--- src/rtl/pwmq_pkg.sv ---
package pwmq_pkg;
  localparam int NCH       = 4;
  localparam int STRIDE_LG = 4;
  localparam int AW        = $clog2(NCH) + STRIDE_LG;
  localparam int DUTY_W    = 8;
  localparam int SCALE_W   = 13;
  localparam int RUN_BIT   = 31;
  localparam int DUTY_LSB  = 16;
  localparam int SCALE_LSB = 0;

  typedef struct packed {
    logic              run;
    logic [DUTY_W-1:0] duty;
    logic [SCALE_W-1:0] scale;
  } chan_cfg_t;

  function automatic logic [31:0] cfg_to_word(chan_cfg_t c);
    logic [31:0] w;
    w = '0;
    w[RUN_BIT] = c.run;
    w[DUTY_LSB +: DUTY_W] = c.duty;
    w[SCALE_LSB +: SCALE_W] = c.scale;
    return w;
  endfunction

  function automatic chan_cfg_t word_to_cfg(logic [31:0] w);
    chan_cfg_t c;
    c.run = w[RUN_BIT];
    c.duty = w[DUTY_LSB +: DUTY_W];
    c.scale = w[SCALE_LSB +: SCALE_W];
    return c;
  endfunction
endpackage

--- src/rtl/pwmq_regs.sv ---
module pwmq_regs
  import pwmq_pkg::*;
#(
  parameter int N_CH = NCH
) (
  input  logic            clk,
  input  logic            rst_n,
  input  logic [AW-1:0]   addr,
  input  logic            wr,
  input  logic [31:0]     wdata,
  output logic [31:0]     rdata,
  output chan_cfg_t       cfg_o [N_CH]
);
  localparam logic [31:0] LIVE_MASK = cfg_to_word('1);

  chan_cfg_t       cfg_q [N_CH];
  chan_cfg_t       cfg_d [N_CH];
  logic [N_CH-1:0] wr_hit;
  logic            unused_wbits;

  assign unused_wbits = ^(wdata & ~LIVE_MASK);

  // write decode: only exact word addresses are mapped
  always_comb begin
    for (int c = 0; c < N_CH; c++) begin
      wr_hit[c] = wr && (addr == AW'(c << STRIDE_LG));
    end
  end

  always_comb begin
    for (int c = 0; c < N_CH; c++) begin
      cfg_d[c] = wr_hit[c] ? word_to_cfg(wdata) : cfg_q[c];
    end
  end

  always_comb begin
    rdata = '0;
    for (int c = 0; c < N_CH; c++) begin
      if (addr == AW'(c << STRIDE_LG)) rdata = cfg_to_word(cfg_q[c]);
    end
  end

  always_ff @(posedge clk or negedge rst_n) begin
    if (!rst_n) begin
      for (int c = 0; c < N_CH; c++) cfg_q[c] <= '0;
    end else begin
      for (int c = 0; c < N_CH; c++) cfg_q[c] <= cfg_d[c];
    end
  end

  assign cfg_o = cfg_q;
endmodule

--- src/rtl/pwmq_chan.sv ---
module pwmq_chan
  import pwmq_pkg::*;
(
  input  logic              clk,
  input  logic              rst_n,
  input  chan_cfg_t         cfg_i,
  output logic              pwm_o,
  output logic [DUTY_W-1:0] per_cnt_o,
  output logic [DUTY_W-1:0] duty_act_o
);
  logic               run_q, run_d;
  logic [SCALE_W-1:0] pre_q, pre_d;
  logic [DUTY_W-1:0]  per_q, per_d;
  logic [DUTY_W-1:0]  shd_duty_q, shd_duty_d;
  logic [SCALE_W-1:0] shd_scale_q, shd_scale_d;
  logic [DUTY_W-1:0]  duty_act;
  logic [SCALE_W-1:0] scale_act;
  logic               tick, wrap, shd_load;

  always_comb begin
    // first running cycle uses the live word, later ones the staged copy
    duty_act  = run_q ? shd_duty_q  : cfg_i.duty;
    scale_act = run_q ? shd_scale_q : cfg_i.scale;
    tick      = (pre_q == scale_act);
    wrap      = tick && (per_q == '1);
    run_d     = cfg_i.run;

    if (!cfg_i.run) begin
      pre_d = '0;
      per_d = '0;
    end else begin
      pre_d = tick ? '0 : pre_q + 1'b1;
      per_d = tick ? per_q + 1'b1 : per_q;
    end

    shd_load    = !run_q || wrap;
    shd_duty_d  = shd_load ? cfg_i.duty  : shd_duty_q;
    shd_scale_d = shd_load ? cfg_i.scale : shd_scale_q;
  end

  always_ff @(posedge clk or negedge rst_n) begin
    if (!rst_n) begin
      run_q       <= 1'b0;
      pre_q       <= '0;
      per_q       <= '0;
      shd_duty_q  <= '0;
      shd_scale_q <= '0;
    end else begin
      run_q       <= run_d;
      pre_q       <= pre_d;
      per_q       <= per_d;
      shd_duty_q  <= shd_duty_d;
      shd_scale_q <= shd_scale_d;
    end
  end

  assign pwm_o      = cfg_i.run && (per_q < duty_act);
  assign per_cnt_o  = per_q;
  assign duty_act_o = duty_act;
endmodule

--- src/rtl/pwm_quad.sv ---
module pwm_quad
  import pwmq_pkg::*;
#(
  parameter int N_CH = NCH
) (
  input  logic            clk,
  input  logic            rst_n,
  input  logic [AW-1:0]   bus_addr,
  input  logic            bus_wr,
  input  logic [31:0]     bus_wdata,
  output logic [31:0]     bus_rdata,
  output logic [N_CH-1:0] pwm_out
);
  logic [1:0]             rst_sync_q;
  logic                   rst_sync_n;
  chan_cfg_t              cfg [N_CH];
  logic [N_CH-1:0]        ch_en;
  logic [N_CH*DUTY_W-1:0] per_flat;
  logic [N_CH*DUTY_W-1:0] duty_flat;

  // asynchronous assertion, synchronous release
  always_ff @(posedge clk or negedge rst_n) begin
    if (!rst_n) rst_sync_q <= 2'b00;
    else        rst_sync_q <= {rst_sync_q[0], 1'b1};
  end
  assign rst_sync_n = rst_sync_q[1];

  pwmq_regs #(.N_CH(N_CH)) u_regs (
    .clk   (clk),
    .rst_n (rst_sync_n),
    .addr  (bus_addr),
    .wr    (bus_wr),
    .wdata (bus_wdata),
    .rdata (bus_rdata),
    .cfg_o (cfg)
  );

  for (genvar g = 0; g < N_CH; g++) begin : g_ch
    pwmq_chan u_chan (
      .clk        (clk),
      .rst_n      (rst_sync_n),
      .cfg_i      (cfg[g]),
      .pwm_o      (pwm_out[g]),
      .per_cnt_o  (per_flat[g*DUTY_W +: DUTY_W]),
      .duty_act_o (duty_flat[g*DUTY_W +: DUTY_W])
    );
    assign ch_en[g] = cfg[g].run;
  end
endmodule

--- config.mk ---
export PLATFORM = sky130hd
export DESIGN_NAME = pwm_quad
export DESIGN_NICKNAME = d
export VERILOG_FILES = /design/src/rtl/pwmq_pkg.sv /design/src/rtl/pwmq_regs.sv /design/src/rtl/pwmq_chan.sv /design/src/rtl/pwm_quad.sv
export SDC_FILE = /design/constraint.sdc
export NUM_CORES = 1
export LEC_CHECK = 0
export BUFFER_PORTS_ARGS = -buffer_cell sky130_fd_sc_hd__buf_2
export CORE_MARGIN = 1
export CORE_UTILIZATION = 50
export DETAILED_ROUTE_END_ITERATION = 12
export PLACE_DENSITY = 0.7
export SLEW_MARGIN = 20
export SYNTH_ARGS = -nofsm -noshare
export SYNTH_HDL_FRONTEND = slang
export SYNTH_HIERARCHICAL = 1
export SYNTH_SLANG_ARGS = --single-unit
--- constraint.sdc ---
create_clock -name clk -period 8.1 [get_ports clk]
set_input_delay 1.215 -clock clk [delete_from_list [all_inputs] [get_ports clk]]
set_output_delay 1.215 -clock clk [all_outputs]
set_load 0.02 [all_outputs]
* Word-level counts from Yosys, hierarchy flattened
Index checks and enable logic that the tools add are counted.
** Operators by class
- Equality and inequality tests :: 15
- Add/sub/neg operators :: 8
- $lt $le $gt $ge :: 4
- Reduce and logical (&&, ||, !) cells :: 21
- Mux-type cells :: 28
** Operator list (number)
- two-way mux 13 bit :: 12
- two-way mux 32 bit :: 4
- two-way mux 8 bit :: 12
- adder 13 x 1 -> 13 bit, second input constant :: 4
- == test 13 bit :: 4
- adder 8 x 1 -> 8 bit, second input constant :: 4
- == test 8 bit, second input constant :: 4
- less-than comparator 8 bit :: 4
- == test 6 bit, second input constant :: 2
- logical AND 1 bit :: 12
- == test 6 x 5 -> 1 bit, second input constant :: 1
- logical NOT 6 bit :: 1
- inequality test 2 x 1 -> 1 bit, second input constant :: 3
- logical NOT 1 bit :: 4
- logical OR 1 bit :: 4
- inequality test 2 bit, second input constant :: 1
** Word-level totals
- Bits of input ports :: 41
- Output and inout bits :: 36
- Logic and storage cells :: 109
- Flip-flop bits (word level) :: 262

* Longest topological paths before layout
Gate-level depths: netlist (run 1).
- Word-level depth :: 5
- Mapped depth :: 9
- Gate-level depth less buffers :: 7

* Cells and area by module
The synthesis (run 1) kept the hierarchy.
** By module, submodules not included
- pwmq_chan :: area an instance 2421.1 um2, cells each 209, times used 4, sequential area each 1076.0 um2
- pwmq_regs :: area an instance 4086.4 um2, cells each 255, times used 1, sequential area each 2202.1 um2
- pwm_quad :: area an instance 53.8 um2, cells each 3, times used 1, sequential area each 50.0 um2

* Worst setup path after synthesis (run 1)
Ideal clock, no wire load.
- Path kind :: input to output
- Start point :: in bus_addr[4]
- End point :: out bus_rdata[0]
- Stages :: 4
- Buffers on the path :: 2
- Required time :: 6.885 ns
- Path slack :: 4.465 ns
- Arrival :: 2.420 ns
- Cells stage by stage :: buf_2 buf_2 mux4_2 and2_1
** Between the ends
- Cells in the longest elaborated chain, start to end :: 5
- Elaborated cells between the ends (all ways) :: 8
- Classes of those cells :: 3 x eq/ne; 4 x mux; 1 x reduce/logical
** Ends and longest elaborated chain
- from (decl) :: RTL line pwm_quad.sv:8 : input logic [AW-1:0] bus_addr,
- logical NOT 6 bit :: RTL line pwmq_regs.sv:39 : if (addr == AW'(c << STRIDE_LG)) rdata = cfg_to_word(cfg_q[c]);
- two-way mux 32 bit (3 in a row) :: RTL line pwmq_regs.sv:39
- two-way mux 32 bit * :: RTL line pwmq_regs.sv:39
- to (decl) :: RTL line pwm_quad.sv:11 : output logic [31:0] bus_rdata,
Every way passes the cells marked *; elsewhere a longest branch is shown, timed or not.

* Worst setup path after layout (run 1)
- Start point :: reg g_ch[0].u_chan.run_q
- End point :: out pwm_out[0]
** Between the ends
- Cells in the longest elaborated chain, start to end :: 3
** Ends and longest elaborated chain
- from (decl) :: RTL line pwmq_chan.sv:11 : logic run_q, run_d;
- from (signal assigned) :: RTL line pwmq_chan.sv:49 : run_q <= run_d;
- two-way mux 8 bit :: RTL line pwmq_chan.sv:22 : duty_act = run_q ? shd_duty_q : cfg_i.duty;
- less-than comparator 8 bit :: RTL line pwmq_chan.sv:57 : assign pwm_o = cfg_i.run && (per_q < duty_act);
- logical AND 1 bit :: RTL line pwmq_chan.sv:57
- to (decl) :: RTL line pwm_quad.sv:12 : output logic [N_CH-1:0] pwm_out
Every way passes these cells.

==> results.toml, run 1 <==
[run_status]
status = "complete, no violations"

[clock_network]
hold_buffers = 0
htreeDepth = 1
clock-sinks = 262
clk_pin_slew_ps = 60
ctsResizeCount = 0
post-cts-setup-buffers = 0
worstSkewPairLatency_ps = 550
cts_made_buffers = 30
cts_tree = "built"
cts_root_buf = "clkbuf_16"
clk_path_buf_depth = 3

[routing]
wirelength_um = 29550
ant_nets = 0
vias = 8343
dr.first_iter.drc_count = 463
avgRoutedWirePerCell_um = 19.93
viasPerCell = 5.626
drc = 0
drtPass1Iterations = 4

[final_layout]
fin_nets = 1196
layout_common_cells = "dfrtp_1 (260), mux2_2 (96), mux2i_1 (80)"
final_common_cell = "dfrtp_1"
utilization_pct = 56.64
area.growth.synth_to_final_pct = 11.27
drive_above_1_share_pct = 27.87

[power]
max-vdd-ir-drop_mv = 0.1569
swShare_pct = 26.48
powerDensity_nw_per_um2 = 237.3
leakage_nw = 6.857
p_clk_share_pct = 39.5
intPower_mw = 2.664
p_switching_mw = 0.9595
power_frac_comb_pct = 16.4
pwr-share-seq_pct = 44.1

[worst_hold_path]
hold_class = "flip-flop to async pin"

[sta]
rsz0062_at_grt = "false"
tightestPinTransition_ps = 963.8
max_freq_mhz = 239.6
setup_viol = 0
hold_slack_ps = 221.5
finClkSkew_ps = 20.42
setup_tns_ps = 0
hold_viol = 0
maxSlewHeadroom_pct = 35.75
period_needed_ps = 4174
finalCritPeriodShare_pct = 51.53
finalMaxSlewViolations = 0

[critical_path]
r2r_cells = 9
endpoint_kind = "output pin"
crit_arrival_ps = 2960
cp-start-kind = "flip-flop"
critPathKind = "flip-flop to output pin"
worstPathMaxFanout = 10
critPathRequiredTime_ps = 6880

[floorplanning]
dieWidth_um = 167.6
dieArea_um2 = 28100
ios = 77
initial_core_util_pct = 50.91
rows = 60
die_h_um = 167.6
core-area_um2 = 26950

[run]
cap_violations = 0

[place]
place.detailed.hpwl_um = 19780
io_buffers = 56
gp_congestion = 0.8182

[grt]
grt_pass1_wl_um = 47980
grt_max_degree = 188
first_global_vias = 8785
overflow = 0
track_usage_pct = 21.61
antenna_found_initial = 1

[synth]
syn_avg_cell_area_um2 = 12.87
ys_warn_count = 6
syn_inst = 1066
netlist_area_um2 = 13720
[stage by stage]
step	area, um2	total power [mW]	setup WS [ps]	cells
2_1_floorplan	13750	2.060	257.8	1075
3_3_place_gp	14170	2.194	3905	1427
3_5_place_dp	14170	2.213	3912	1427
4_1_cts	15240	3.661	3903	1481
5_1_grt	15260	3.781	3802	1482
6_report	15270	3.623	3926	1483
[critical path, stage by stage, from the launching register on]
cell,delay (ps)
dfrtp_1,700
mux2i_1,270
ha_1,250
a21boi_0,120
o21a_1,170
o21ai_0,150
nand2b_1,80
a31oi_1,400
buf_2,260
[sequential cells by signal, indices dropped and copies added (netlist names)]
name and flops:
g_ch.u_chan/shd_scale_q 52, g_ch.u_chan/run_q 4, rst_sync_q 2, g_ch.u_chan/shd_duty_q 32, u_regs/cfg_o 88, g_ch.u_chan/pre_q 52
g_ch.u_chan/per_cnt_o 32
[routing by layer]
layer  vias up  GRT usage, %  wire [um]  part of all wire (%)
met3        36         3.569       1190                   4.0
met4         0         5.265        537                   1.8
li1       3908             -          -                     -
met5         -             0          0                     0
met2       131         35.74      14120                    48
met1      4268         29.68      13710                    46
[final cells by class]
cell class | count | area [um2]
fillers | 2201 | 11690
multi-input cells | 737 | 6720
flip-flops and latches | 262 | 6561
clock buffers | 42 | 897.1
repair buffers | 72 | 432.9
well taps | 341 | 426.7
clock inverters | 12 | 165.2
inverters | 16 | 60.06
diodes | 1 | 2.502
[power groups by stage]
| stage | clock network [mW] | registers [mW] | logic, mW |
|---|---|---|---|
| after detailed placement | 0 | 1.62 | 0.596 |
| after CTS | 1.46 | 1.60 | 0.601 |
| after floorplan | 0 | 1.56 | 0.497 |
| after global routing | 1.52 | 1.62 | 0.648 |
| final | 1.43 | 1.60 | 0.594 |
| after global placement | 0 | 1.61 | 0.585 |
[worst paths after layout]
kind | slack, ps | start | endpoint
worst max-delay path | 3930 | g_ch[0].u_chan/run_q | pwm_out[0]
worst min-delay path | 220 | rst_sync_q[1] | g_ch[3].u_chan/per_cnt_o[2]
worst max register to register | 4560 | g_ch[0].u_chan/run_q | g_ch[0].u_chan/shd_scale_q[4]
worst min register to register | 220 | rst_sync_q[1] | g_ch[3].u_chan/per_cnt_o[2]
max in group asynchronous | 5900 | rst_sync_q[1] | g_ch[3].u_chan/shd_scale_q[2]
min in group clk | 350 | rst_sync_q[0] | rst_sync_q[1]
Note: power is estimated with default switching activity, not from simulation.
==> run 2, diff against run 1 <==
Settings changed: PLACE_DENSITY 0.7 to 0.67.
Clock period 8.1 ns to 4.2 ns, I/O delays scaled along.
==> results.toml, run 2 (synthesis results as in run 1) <==
[critical_path]
path_cells = "buf_4 > mux2i_1 > ha_1 > a21boi_0 > o21a_1 > o21ai_0 > nand2b_1 > a31oi_1 > buf_2"
slowest_stage = "dfrtp_1"
cp-start-kind = "flip-flop"
cpPeakStageDelay_ps = 570
worstPathMaxFanout = 9
cp_top_family = "compound AO/OA/AOI/OAI gates"
critical_path_buf_inv_count = 2
endpoint_kind = "output pin"
crit_arrival_ps = 3140
critPathKind = "flip-flop to output pin"
critPathRequiredTime_ps = 3570

[grt]
overflow = 0
grt_pass1_wl_um = 49390
track_usage_pct = 22.17
antenna_found_initial = 0
grt_max_degree = 71
first_global_vias = 8915

[clock_network]
ctsResizeCount = 0
clock-sinks = 262
cts_made_buffers = 30
cts_root_buf = "clkbuf_16"
clk_path_buf_depth = 3
worstSkewPairLatency_ps = 540
clk_pin_slew_ps = 60
htreeDepth = 1
cts_tree = "built"

[power]
powerDensity_nw_per_um2 = 454.2
power_mw = 6.976
leakage_nw = 6.910
max-vdd-ir-drop_mv = 0.3407

[sta]
maxSlewHeadroom_pct = 45.21
setup_viol = 0
period_needed_ps = 3772
tightestPinTransition_ps = 821.9
setup_tns_ps = 0
finClkSkew_ps = 9.597
max_freq_mhz = 265.1
rsz0062_at_grt = "false"
setup_slack_ps = 428.4
hold_viol = 0
finalCritPeriodShare_pct = 89.80
finalMaxSlewViolations = 0

[final_layout]
layout_common_cells = "dfrtp_1 (261), mux2_2 (96), mux2i_1 (80)"
area.growth.synth_to_final_pct = 11.95
antenna_cells = 0
largest_reg_flops = 88
drive_above_1_share_pct = 28.13
fin_nets = 1206
final_common_cell = "dfrtp_1"

[place]
place.detailed.hpwl_um = 20430
gp_congestion = 0.7901
io_buffers = 56
pre_cts_ws_ps = 896.2

[run]
cap_violations = 0

[routing]
viasPerCell = 5.669
ant_nets = 0
vias = 8464
dr.first_iter.drc_count = 405
avgRoutedWirePerCell_um = 19.95
drc = 0
wirelength_um = 29790
drtPass1Iterations = 6

[worst_hold_path]
hold_class = "flip-flop to async pin"

[floorplanning]
dieWidth_um = 167.6
die_h_um = 167.6
initial_core_util_pct = 50.91
ios = 77
core-area_um2 = 26950
dieArea_um2 = 28100
rows = 60

[run_status]
status = "complete, no violations"
[run 2: cell count changes in the layout (fill, tap and decap cells not counted)]
cell | before | now
dlygate4sd3_1 | 0 | 1
clkbuf_8 | 8 | 9
inv_8 | 0 | 1
diode_2 | 1 | 0
dfrtp_2 | 1 | 0
clkbuf_1 | 3 | 6
buf_4 | 14 | 20
clkinvlp_4 | 2 | 1
bufinv_16 | 4 | 3
dfrtp_1 | 260 | 261
clkinv_2 | 6 | 4
buf_12 | 1 | 5
buf_16 | 1 | 0
[run 2: worst register-to-register path, cell delays in order (launching register included)]
cell and delay [ps]:
dfrtp_1 570, buf_4 270, mux2i_1 310, xnor2_1 100
nor4_1 360, nand4_1 330, o31a_1 550, buf_4 310
mux2_1 360
[run 2: final cells by class]
cell class,count,area (um2)
clock buffers,46,922.1
clock inverters,9,128.9
fillers,2225,11590
inverters,16,60.06
multi-input cells,737,6720
flip-flops and latches,262,6560
well taps,341,426.7
repair buffers,82,540.5
[run 2: power breakdown]
part	switching (mW)	leakage, nW	internal [mW]
logic	0.534	2.86	0.640
registers	0.285	3.53	2.79
clock network	1.04	0.518	1.69
[run 2: metrics by stage]
step | cells | area (um2) | util [%] | hold slack [ps]
finish | 1493 | 15360 | 56.99 | 302.9
global route | 1493 | 15360 | 56.99 | 361.1
CTS | 1492 | 15340 | 56.91 | 351.6
detailed placement | 1436 | 14280 | 52.98 | 342.8
global placement | 1436 | 14280 | 52.98 | 337.4
floorplan | 1075 | 13760 | - | 331.2
[run 2: layer usage]
| metal | track usage (%) | wire (um) | vias to the layer above |
|---|---|---|---|
| met5 | 0 | 0 | - |
| met4 | 5.624 | 661 | 0 |
| met3 | 2.623 | 1002 | 45 |
| met2 | 36.56 | 14180 | 138 |
| met1 | 31.15 | 13940 | 4346 |
| li1 | - | - | 3935 |
[run 2: worst paths after layout]
check | start | endpoint | slack (ps) | cells past startpoint
min in group clk | rst_sync_q[0] | rst_sync_q[1] | 350 | 0
worst min register to register | rst_sync_q[1] | g_ch[3].u_chan/per_cnt_o[3] | 300 | 0
worst min-delay path | rst_sync_q[1] | g_ch[3].u_chan/per_cnt_o[3] | 300 | 0
worst max register to register | g_ch[0].u_chan/run_q | g_ch[0].u_chan/shd_scale_q[3] | 940 | 8
max in group asynchronous | rst_sync_q[1] | g_ch[1].u_chan/shd_scale_q[6] | 2870 | 2
worst max-delay path | g_ch[0].u_chan/run_q | pwm_out[0] | 430 | 9
[run 2: what timing repair did]
item | 4_1_cts | 5_1_grt
hold buffers | 1 | 0
hold endpoints to repair | 2 | 0
setup buffers | 0 | 0
